<file path="config.mk">
export PLATFORM = sky130hd
export DESIGN_NAME = fp_add_pipe
export DESIGN_NICKNAME = d
export VERILOG_FILES = /design/src/rtl/fpa_pkg.sv /design/src/rtl/fpa_exp_cmp.sv /design/src/rtl/fpa_align.sv /design/src/rtl/fpa_mant_add.sv /design/src/rtl/fpa_normalize.sv /design/src/rtl/fp_add_pipe.sv
export SDC_FILE = /design/constraint.sdc
export NUM_CORES = 1
export LEC_CHECK = 0
export ABC_AREA = 1
export BUFFER_PORTS_ARGS = -buffer_cell sky130_fd_sc_hd__buf_2
export CORE_AREA = 2 2 157 197
export CTS_CLUSTER_SIZE = 16
export DETAILED_ROUTE_END_ITERATION = 10
export DIE_AREA = 0 0 159 199
export PLACE_DENSITY_LB_ADDON = 0.25
export RECOVER_POWER = 50
export SLEW_MARGIN = 10
export SYNTH_ARGS = -nofsm -noshare
export SYNTH_HDL_FRONTEND = slang
export SYNTH_SLANG_ARGS = --single-unit
</file>
<file path="constraint.sdc">
create_clock -name clk -period 10.55 [get_ports clk]
set_input_delay 1.5825 -clock clk [delete_from_list [all_inputs] [get_ports clk]]
set_output_delay 1.5825 -clock clk [all_outputs]
set_load 0.05 [all_outputs]
</file>
<file path="src/rtl/fpa_pkg.sv">
// Shared widths and stage record types for the floating-point adder pipe.
// Assumes a stored leading one in the mantissa's top bit.
package fpa_pkg;
    localparam int EXP_W  = 8;
    localparam int MAN_W  = 16;
    localparam int WORD_W = 1 + EXP_W + MAN_W;
    localparam int LZ_W   = $clog2(MAN_W) + 1;

    typedef struct packed {
        logic             sign;
        logic [EXP_W-1:0] exp;
        logic [MAN_W-1:0] man;
    } fp_word_t;

    // After exponent compare
    typedef struct packed {
        logic             vld;
        logic [EXP_W-1:0] exp;
        logic             big_sign;
        logic [MAN_W-1:0] big_man;
        logic             sml_sign;
        logic [MAN_W-1:0] sml_man;
        logic [EXP_W-1:0] shamt;
    } cmp_rec_t;

    // After alignment
    typedef struct packed {
        logic             vld;
        logic [EXP_W-1:0] exp;
        logic             big_sign;
        logic [MAN_W-1:0] big_man;
        logic             sml_sign;
        logic [MAN_W-1:0] sml_man;
    } aln_rec_t;

    // After mantissa add/subtract
    typedef struct packed {
        logic             vld;
        logic [EXP_W-1:0] exp;
        logic             sign;
        logic [MAN_W:0]   sum;
    } sum_rec_t;
endpackage

</file>
<file path="src/rtl/fpa_exp_cmp.sv">
// Segment 1: subtracts the exponents, picks the larger exponent as the
// provisional result exponent, routes operands to big/small lanes, and
// applies the subtract control to b's sign. Assumes valid-qualified inputs.
module fpa_exp_cmp
    import fpa_pkg::*;
(
    input  logic     clk,
    input  logic     rst_n,
    input  logic     vld_i,
    input  fp_word_t a_i,
    input  fp_word_t b_i,
    input  logic     sub_i,
    output cmp_rec_t rec_o
);
    logic [EXP_W:0] diff;
    logic           b_sign_eff;
    cmp_rec_t       nxt;

    // Compare exponents by subtraction and choose lanes
    always_comb begin
        diff       = {1'b0, a_i.exp} - {1'b0, b_i.exp};
        b_sign_eff = b_i.sign ^ sub_i;
        nxt.vld    = vld_i;
        if (!diff[EXP_W]) begin
            nxt.exp      = a_i.exp;
            nxt.big_sign = a_i.sign;
            nxt.big_man  = a_i.man;
            nxt.sml_sign = b_sign_eff;
            nxt.sml_man  = b_i.man;
            nxt.shamt    = diff[EXP_W-1:0];
        end else begin
            nxt.exp      = b_i.exp;
            nxt.big_sign = b_sign_eff;
            nxt.big_man  = b_i.man;
            nxt.sml_sign = a_i.sign;
            nxt.sml_man  = a_i.man;
            nxt.shamt    = b_i.exp - a_i.exp;
        end
    end

    // Segment 1 register
    always_ff @(posedge clk) begin
        if (!rst_n) rec_o <= '0;
        else        rec_o <= nxt;
    end

    AST_EXP_IS_MAX: assert property (@(posedge clk) disable iff (!rst_n)
        vld_i |=> (rec_o.exp >= $past(a_i.exp)) && (rec_o.exp >= $past(b_i.exp)));
endmodule

</file>
<file path="src/rtl/fpa_align.sv">
// Segment 2: shifts the smaller-exponent mantissa right by the exponent
// difference; a difference at or past the mantissa width flushes it to zero.
module fpa_align
    import fpa_pkg::*;
(
    input  logic     clk,
    input  logic     rst_n,
    input  cmp_rec_t rec_i,
    output aln_rec_t rec_o
);
    localparam logic [EXP_W-1:0] FLUSH_AT = EXP_W'(MAN_W);

    aln_rec_t nxt;

    // Right-align the smaller operand
    always_comb begin
        nxt.vld      = rec_i.vld;
        nxt.exp      = rec_i.exp;
        nxt.big_sign = rec_i.big_sign;
        nxt.big_man  = rec_i.big_man;
        nxt.sml_sign = rec_i.sml_sign;
        if (rec_i.shamt >= FLUSH_AT) nxt.sml_man = '0;
        else                         nxt.sml_man = rec_i.sml_man >> rec_i.shamt;
    end

    // Segment 2 register
    always_ff @(posedge clk) begin
        if (!rst_n) rec_o <= '0;
        else        rec_o <= nxt;
    end

    AST_ALIGN_FLUSH: assert property (@(posedge clk) disable iff (!rst_n)
        (rec_i.vld && rec_i.shamt >= FLUSH_AT) |=> (rec_o.sml_man == '0));
    AST_ALIGN_NO_GROW: assert property (@(posedge clk) disable iff (!rst_n)
        rec_i.vld |=> (rec_o.sml_man <= $past(rec_i.sml_man)));
endmodule

</file>
<file path="src/rtl/fpa_mant_add.sv">
// Segment 3: adds mantissas of equal sign, or subtracts the smaller
// magnitude from the larger one and takes the sign of the larger.
module fpa_mant_add
    import fpa_pkg::*;
(
    input  logic     clk,
    input  logic     rst_n,
    input  aln_rec_t rec_i,
    output sum_rec_t rec_o
);
    sum_rec_t nxt;
    logic     opp;

    // Signed-magnitude add/subtract
    always_comb begin
        opp     = rec_i.big_sign ^ rec_i.sml_sign;
        nxt.vld = rec_i.vld;
        nxt.exp = rec_i.exp;
        if (!opp) begin
            nxt.sum  = {1'b0, rec_i.big_man} + {1'b0, rec_i.sml_man};
            nxt.sign = rec_i.big_sign;
        end else if (rec_i.big_man >= rec_i.sml_man) begin
            nxt.sum  = {1'b0, rec_i.big_man - rec_i.sml_man};
            nxt.sign = rec_i.big_sign;
        end else begin
            nxt.sum  = {1'b0, rec_i.sml_man - rec_i.big_man};
            nxt.sign = rec_i.sml_sign;
        end
    end

    // Segment 3 register
    always_ff @(posedge clk) begin
        if (!rst_n) rec_o <= '0;
        else        rec_o <= nxt;
    end

    AST_SUB_NO_CARRY: assert property (@(posedge clk) disable iff (!rst_n)
        (rec_i.vld && (rec_i.big_sign != rec_i.sml_sign)) |=> !rec_o.sum[MAN_W]);
endmodule

</file>
<file path="src/rtl/fpa_normalize.sv">
// Segment 4: normalizes the raw sum (right by one on carry, left by the
// leading-zero count otherwise), adjusts the exponent and forces zero to
// the all-zero word. Exponent wrap is not guarded.
module fpa_normalize
    import fpa_pkg::*;
(
    input  logic     clk,
    input  logic     rst_n,
    input  sum_rec_t rec_i,
    output logic     vld_o,
    output fp_word_t res_o
);
    // Leading zeros of a mantissa-width value (nonzero assumed)
    function automatic logic [LZ_W-1:0] lead_zeros(input logic [MAN_W-1:0] v);
        logic [LZ_W-1:0] n;
        logic            hit;
        n   = '0;
        hit = 1'b0;
        for (int i = MAN_W - 1; i >= 0; i--) begin
            if (v[i]) hit = 1'b1;
            else if (!hit) n = n + 1'b1;
        end
        return n;
    endfunction

    logic [LZ_W-1:0] lz;
    fp_word_t        nxt;

    // Normalize mantissa and adjust exponent
    always_comb begin
        lz  = lead_zeros(rec_i.sum[MAN_W-1:0]);
        nxt = '0;
        if (rec_i.sum[MAN_W]) begin
            nxt.sign = rec_i.sign;
            nxt.exp  = rec_i.exp + 1'b1;
            nxt.man  = rec_i.sum[MAN_W:1];
        end else if (rec_i.sum != '0) begin
            nxt.sign = rec_i.sign;
            nxt.exp  = rec_i.exp - EXP_W'(lz);
            nxt.man  = rec_i.sum[MAN_W-1:0] << lz;
        end
    end

    // Segment 4 register
    always_ff @(posedge clk) begin
        if (!rst_n) begin
            vld_o <= 1'b0;
            res_o <= '0;
        end else begin
            vld_o <= rec_i.vld;
            res_o <= nxt;
        end
    end

    AST_CARRY_BUMP: assert property (@(posedge clk) disable iff (!rst_n)
        (rec_i.vld && rec_i.sum[MAN_W]) |=> (res_o.exp == $past(rec_i.exp) + 1'b1));
    AST_LEAD_ONE: assert property (@(posedge clk) disable iff (!rst_n)
        (vld_o && res_o.man != '0) |-> res_o.man[MAN_W-1]);
    AST_ZERO_CLEAN: assert property (@(posedge clk) disable iff (!rst_n)
        (vld_o && res_o.man == '0) |-> (res_o.exp == '0 && !res_o.sign));
endmodule

</file>
<file path="src/rtl/fp_add_pipe.sv">
// Top: four-segment floating-point add/subtract pipeline, one operation per
// clock, fixed four-clock latency, valid carried beside the data.
module fp_add_pipe
    import fpa_pkg::*;
(
    input  logic              clk,
    input  logic              rst_n,
    input  logic              opd_vld,
    input  logic [WORD_W-1:0] opd_a,
    input  logic [WORD_W-1:0] opd_b,
    input  logic              op_sub,
    output logic              res_vld,
    output logic [WORD_W-1:0] res
);
    cmp_rec_t s1;
    aln_rec_t s2;
    sum_rec_t s3;
    fp_word_t res_w;

    fpa_exp_cmp u_seg1 (
        .clk(clk), .rst_n(rst_n), .vld_i(opd_vld),
        .a_i(fp_word_t'(opd_a)), .b_i(fp_word_t'(opd_b)), .sub_i(op_sub), .rec_o(s1)
    );
    fpa_align u_seg2 (.clk(clk), .rst_n(rst_n), .rec_i(s1), .rec_o(s2));
    fpa_mant_add u_seg3 (.clk(clk), .rst_n(rst_n), .rec_i(s2), .rec_o(s3));
    fpa_normalize u_seg4 (.clk(clk), .rst_n(rst_n), .rec_i(s3), .vld_o(res_vld), .res_o(res_w));

    assign res = res_w;

    AST_VLD_ENTERS: assert property (@(posedge clk) disable iff (!rst_n)
        opd_vld |=> s1.vld);
    AST_VLD_CARRIED: assert property (@(posedge clk) disable iff (!rst_n)
        s3.vld |=> res_vld);
    AST_BUBBLE_CARRIED: assert property (@(posedge clk) disable iff (!rst_n)
        !s3.vld |=> !res_vld);
endmodule

</file>
; ---- After elaboration in Yosys (flattened, before gate mapping)
; Index checks and enable logic that the tools add are counted.
[totals]
register_bits = 147
inputBits = 54
output_inout_bits = 26
elab_cells = 103
[op_classes]
n_addsub = 22
n_lt_le_gt_ge = 2
n_shift = 2
n_mux = 51
n_bitwise = 3
n_reduce_logical = 2
[ops]
columns = op, count
row1 = $mux W5, 30
row2 = $add A5 B1 Y5 const B, 14
row3 = $mux W25, 2
row4 = $mux W50, 1
row5 = $mux W18, 2
row6 = $sub A16 B16 Y16, 2
row7 = $add A16 B16 Y17, 1
row8 = $reduce_bool A17 Y1, 1
row9 = $ge A16 B16 Y1, 1
row10 = $mux W1, 16
row11 = $shl A16 B5 Y16, 1
row12 = $shr A16 B8 Y16, 1
row13 = $sub A8 B8 Y9, 1
row14 = $add A8 B1 Y8 const B, 1
row15 = $ge A8 B5 Y1 const B, 1
row16 = $sub A8 B5 Y8, 1
row17 = $sub A8 B8 Y8, 1
row18 = $add A1 B1 Y2 const B, 1
row19 = $reduce_or A2 Y1, 1
row20 = $xor A1 B1 Y1, 2
row21 = $not A1 Y1, 1

; ---- Logic depth before layout (Yosys ltp)
[depth]
depth_word = 49
mapped_depth = 67
depth_no_buf = 66

; ---- By module
; Synthesis repeated with hierarchy kept, for this count alone.
[hier_totals]
hier_cells = 1875
hier_area_um2 = 11856.4
[by_module_without_submodules]
columns = mod, n_inst, cells_per_inst, area_per_inst_um2, seq_area_each_um2
row1 = fpa_mant_add, 1, 638, 3738.6, 540.5
row2 = fpa_normalize, 1, 627, 3651.0, 520.5
row3 = fpa_exp_cmp, 1, 334, 2527.4, 1021.0
row4 = fpa_align, 1, 276, 1939.4, 860.8

; ---- Worst setup path after synthesis
; Ideal clock, no wire load.
[synth_timing]
path_kind = reg2reg
startpoint = register u_seg3.rec_o[15] in the netlist's numbering
endpoint = register u_seg4.res_o[21] in the netlist's numbering
setup_time_ns = 0.128
arrival_ns = 7.584
t_required_ns = 10.422
path_slack_ns = 2.838
path_stages_with_launch = 65
n_path_buf = 1
synth_period_minus_slack_ns = 7.712
cell_sequence = dfxtp_1 > inv_1 > nand2_1 > inv_1 > ha_1 > nand2_1 > nand3_1 > nand2_2 > inv_1 > ha_1 > inv_1 > nor2_1 > o21ai_0 > nand3_1 > nand2_1 > ha_1 > inv_1 > nand2_1 > [29 not listed] > o21ai_1 > nor2_1 > inv_1 > ha_1 > or2_0 > a21boi_4 > inv_4 > buf_6 > ha_1 > nand2_1 > nor2_1 > a211oi_1 > nor2_1 > o21ai_0 > a21oi_1 > a21oi_1 > a2bb2oi_1 > nor2_1
[synth_via]
elab_chain_len = 49
elab_cells_between_ends = 65
classes_between = add/sub: 16 / mux: 48 / reduce/logical: 1
[synth_rtl]
columns = element, line
row1 = from (decl), fpa_mant_add.sv:9  ; output sum_rec_t rec_o
row2 = from (signal assigned), fpa_mant_add.sv:34  ; else rec_o <= nxt;
row3 = $mux W1, fpa_normalize.sv:20  ; if (v[i]) hit = 1'b1;
row4 = $add A1 B1 Y2, fpa_normalize.sv:21  ; else if (!hit) n = n + 1'b1;
row5 = $mux W5, fpa_normalize.sv:21
row6 = $mux W5, fpa_normalize.sv:20
row7 = $add A5 B1 Y5, fpa_normalize.sv:21
row8 = $mux W5, fpa_normalize.sv:21
row9 = $mux W5, fpa_normalize.sv:20
row10 = $add A5 B1 Y5, fpa_normalize.sv:21
row11 = [33 not listed], n/a
row12 = $mux W5, fpa_normalize.sv:21
row13 = $mux W5, fpa_normalize.sv:20
row14 = $add A5 B1 Y5, fpa_normalize.sv:21
row15 = $mux W5, fpa_normalize.sv:21
row16 = $mux W5, fpa_normalize.sv:20
row17 = $sub A8 B5 Y8, fpa_normalize.sv:39  ; nxt.exp = rec_i.exp - EXP_W'(lz);
row18 = $mux W25 (*), fpa_normalize.sv:37  ; end else if (rec_i.sum != '0) begin
row19 = $mux W25 (*), fpa_normalize.sv:33  ; if (rec_i.sum[MAN_W]) begin
row20 = to (signal assigned), fpa_normalize.sv:51  ; res_o <= nxt;
row21 = to (decl), fpa_normalize.sv:11  ; output fp_word_t res_o
; Mark *: on every way between the ends. The rest lies on a longest branch, timed or not.
; A chain may end at the register's enable or synchronous reset.

; ---- Worst setup path after layout
; Ends and elaborated chain as after synthesis.

==> summary.txt <==
GRT
  • Largest net degree at the start of global routing: 103
  • Global-route wire length before repair: 45300 um
  • GRT overflow: 0
  • Initial antenna violation count: 0
  • GRT Util Overall: 0.176
  • Number of global-route vias before repair: 9515

Clock network
  • Clock sink count: 147
  • CTS tree: done
  • Setup Buffers After CTS: 0
  • CTS Hold Bufs: 0
  • CTS HTree Levels: 4
  • Clock slew at reported path FFs: 70 ps
  • CTS Buf Count: 17
  • CTS Buffer Depth: 2
  • Cell chosen for the clock root: clkbuf_16
  • Later-pin clock latency in the skew report: 440 ps
  • CTS resizes: 0

Critical path
  • Critical path arrival: 9060 ps
  • Slowest stage delay, CP: 480 ps
  • RR Endpoint: u_seg4.res_o[21]
  • Worst r2r src: u_seg3.rec_o[15]
  • Reg2Reg Depth: 63
  • Crit start category: flop
  • Setup crit end kind: flop
  • R2R Setup Slk: 1750 ps
  • CP Class: reg2reg
  • Worst EP required: 10820 ps
  • Crit-path slowest cell: dfxtp_1
  • Max FO, Critical Path: 18
  • Most used cell, CP: nand2_1

Detailed routing
  • Met3 wire length: 698 um
  • Top Metal Used: met4
  • Metal2 WL: 13500 um
  • DR vias/cell: 4.80
  • Antenna-violating nets left: 0
  • DR pass1 iterations: 5
  • Remaining DRCs: 0
  • Routed wire length: 27200 um
  • Iter 0 DRT Violations: 492
  • Total number of vias: 9863
  • Routed wire per std cell: 13.2 um
  • M1 WL: 11900 um

Final layout
  • Synth-to-layout area growth: 12.4%
  • Register Area: 2940 sq um
  • Nets: 1783
  • Fill cells: 3309
  • Core Util, Final: 0.388
  • Area of the multi-input gates: 6190 sq um
  • Layout cells sized above 1: 0.0871
  • Most frequent cells in the layout: nand2_1 (369), inv_1 (233), nor2_1 (158)
  • Commonest non-fill, non-tap cell in the layout: nand2_1
  • Antenna fix cells: 0

Hold path
  • Worst hold start: u_seg2.rec_o[36]
  • HP Class: reg2reg
  • Hold Path Depth: 2
  • Hold Path Sink: u_seg3.rec_o[20]

Logic synthesis
  • Ys async rst share: 0
  • Syn Std Cell Area: 10300 sq um
  • Syn avg cell area: 6.48 sq um
  • Mapped Cells: 1588
  • Main synth FF type: dfxtp_1
  • Post-synth cell types: 57
  • EDFF count, synth: 0
  • Syn_nets: 1729
  • Syn. warnings: 0
  • Register area share after synthesis: 0.286
  • Post-synthesis register bit count: 147

Power and ir drop
  • NetSw: 1.51 mW
  • Power Density: 260 nW/um^2
  • Worst vdd ir: 108 uV
  • Pint: 1.50 mW
  • Sequential Power Share: 0.225
  • Clock power frac: 0.197
  • Logic gate share of total power: 0.578
  • Net Sw Frac: 0.501
  • Power Total: 3.01 mW
  • Leak Pwr: 5.86 nW

STA
  • Max-slew headroom: -1.61
  • Max-slew violations: 134
  • Max Clk Rate: 114 MHz
  • Final setup fails: 0
  • Period utilization: 0.834
  • Setup tns final: 0 ps
  • Fin crit period: 8800 ps
  • RSZ-0062 raised after global routing: false
  • Skew final: 31.1 ps
  • Worst-Margin Slew: 3910 ps
  • Final Hold Fails: 0

Floorplanning
  • Io pins: 80
  • Die ar.: 31600 sq um
  • Horiz. Die Dim: 159 um
  • Core area: 29800 sq um
  • Die Ht: 199 um
  • Starting density of the core: 0.345
  • Rows: 71

Outcome
  • Status: finished with violations
  • Failing checks: capacitance limit, slew limit

Placement
  • HPWL after DPL: 21500 um
  • Port Buffers: 79
  • Placer Congestion: 0.929

Flow run
  • Max-cap violation count: 2
-- worst max path at each step --
| stage | slack [ps] | from | to |
|---|---|---|---|
| 2_1_floorplan | 2840 | u_seg3.rec_o[15] | u_seg4.res_o[21] |
| 6_report | 1750 | u_seg3.rec_o[15] | u_seg4.res_o[21] |
| 3_5_place_dp | 1830 | u_seg3.rec_o[15] | u_seg4.res_o[21] |
| 4_1_cts | 1850 | u_seg3.rec_o[15] | u_seg4.res_o[21] |
| 5_1_grt | 730 | u_seg3.rec_o[15] | u_seg4.res_o[21] |
| 3_3_place_gp | 2070 | u_seg3.rec_o[15] | u_seg4.res_o[21] |
-- power groups by stage --
| stage | Combinational, mW | Sequential, mW | Clock (mW) |
|---|---|---|---|
| finish | 1.74 | 0.679 | 0.593 |
| global route | 1.96 | 0.689 | 0.627 |
| CTS | 1.74 | 0.679 | 0.606 |
| detailed placement | 1.73 | 0.691 | 0 |
| global placement | 1.73 | 0.690 | 0 |
| floorplan | 1.20 | 0.785 | 0 |
-- cells in the mapped netlist (5+ instances only) --
master,count,area (sq um)
nand2_1,369,1390
inv_1,233,875
nor2_1,158,593
o21ai_0,153,766
dfxtp_1,147,2940
a21oi_1,125,626
nand3_1,88,440
ha_1,81,1010
clkbuf_1,42,158
nand4_1,21,131
nor3_1,14,70.1
inv_2,12,45.0
nand2_2,11,68.8
o21ai_1,9,45.0
a31oi_1,8,50.1
o211ai_1,8,60.1
nand3_2,7,70.1
fa_1,6,120
nand3b_1,6,45.0
o22ai_1,6,37.5
buf_1,5,18.8
nand2_4,5,56.3
o31ai_1,5,37.5
-- worst max-delay path: cells and delay by family (launching register included) --
family                     cells  cell delay (ps)
and+or+nand+nor               31             2530
AOI/OAI and AO/OA             13             2430
DFF                            1              480
adders and majority gates      9             2440
buffers and inverters         10              740
-- state kept, by name, summed over array words and instances (netlist names) --
signal / count
u_seg2.rec_o: 43
u_seg3.rec_o: 27
u_seg1.rec_o: 51
u_seg4.res_o: 25
u_seg4.vld_o: 1
-- routing by layer --
layer,global-route usage,vias up
met4,0.0899,0
met5,0,-
met3,0.0227,54
li1,-,5229
met2,0.326,207
met1,0.197,4373
-- cells by family after synthesis --
| group | Yosys count | synth area share |
|---|---|---|
| multiplexers | 3 | 0.00292 |
| adder cells (fa/ha/maj) | 87 | 0.110 |
| XOR/XNOR | 7 | 0.00669 |
| AND/OR/NAND/NOR | 695 | 0.296 |
| flip-flops | 147 | 0.286 |
| AO/OA/AOI/OAI | 348 | 0.186 |
| buffers and inverters | 301 | 0.112 |
-- area by class of cell --
| cell class | count | area share |
|---|---|---|
| well taps | 401 | 0.0434 |
| flip-flops and latches | 147 | 0.254 |
| clock buffers | 20 | 0.0386 |
| inverters | 249 | 0.0810 |
| repair buffers | 87 | 0.0359 |
| clock inverters | 11 | 0.0111 |
| multi-input cells | 1140 | 0.536 |
-- per-stage QoR --
step,std cells,hold slack [ps],worst slack (ps),cell area (sq um)
floorplan,1588,390,2840,10300
global placement,2024,393,2070,11000
detailed placement,2024,397,1830,11000
CTS,2055,410,1850,11600
global route,2055,417,726,11600
finish,2055,406,1750,11600
Note: power is estimated with default switching activity, not from simulation.
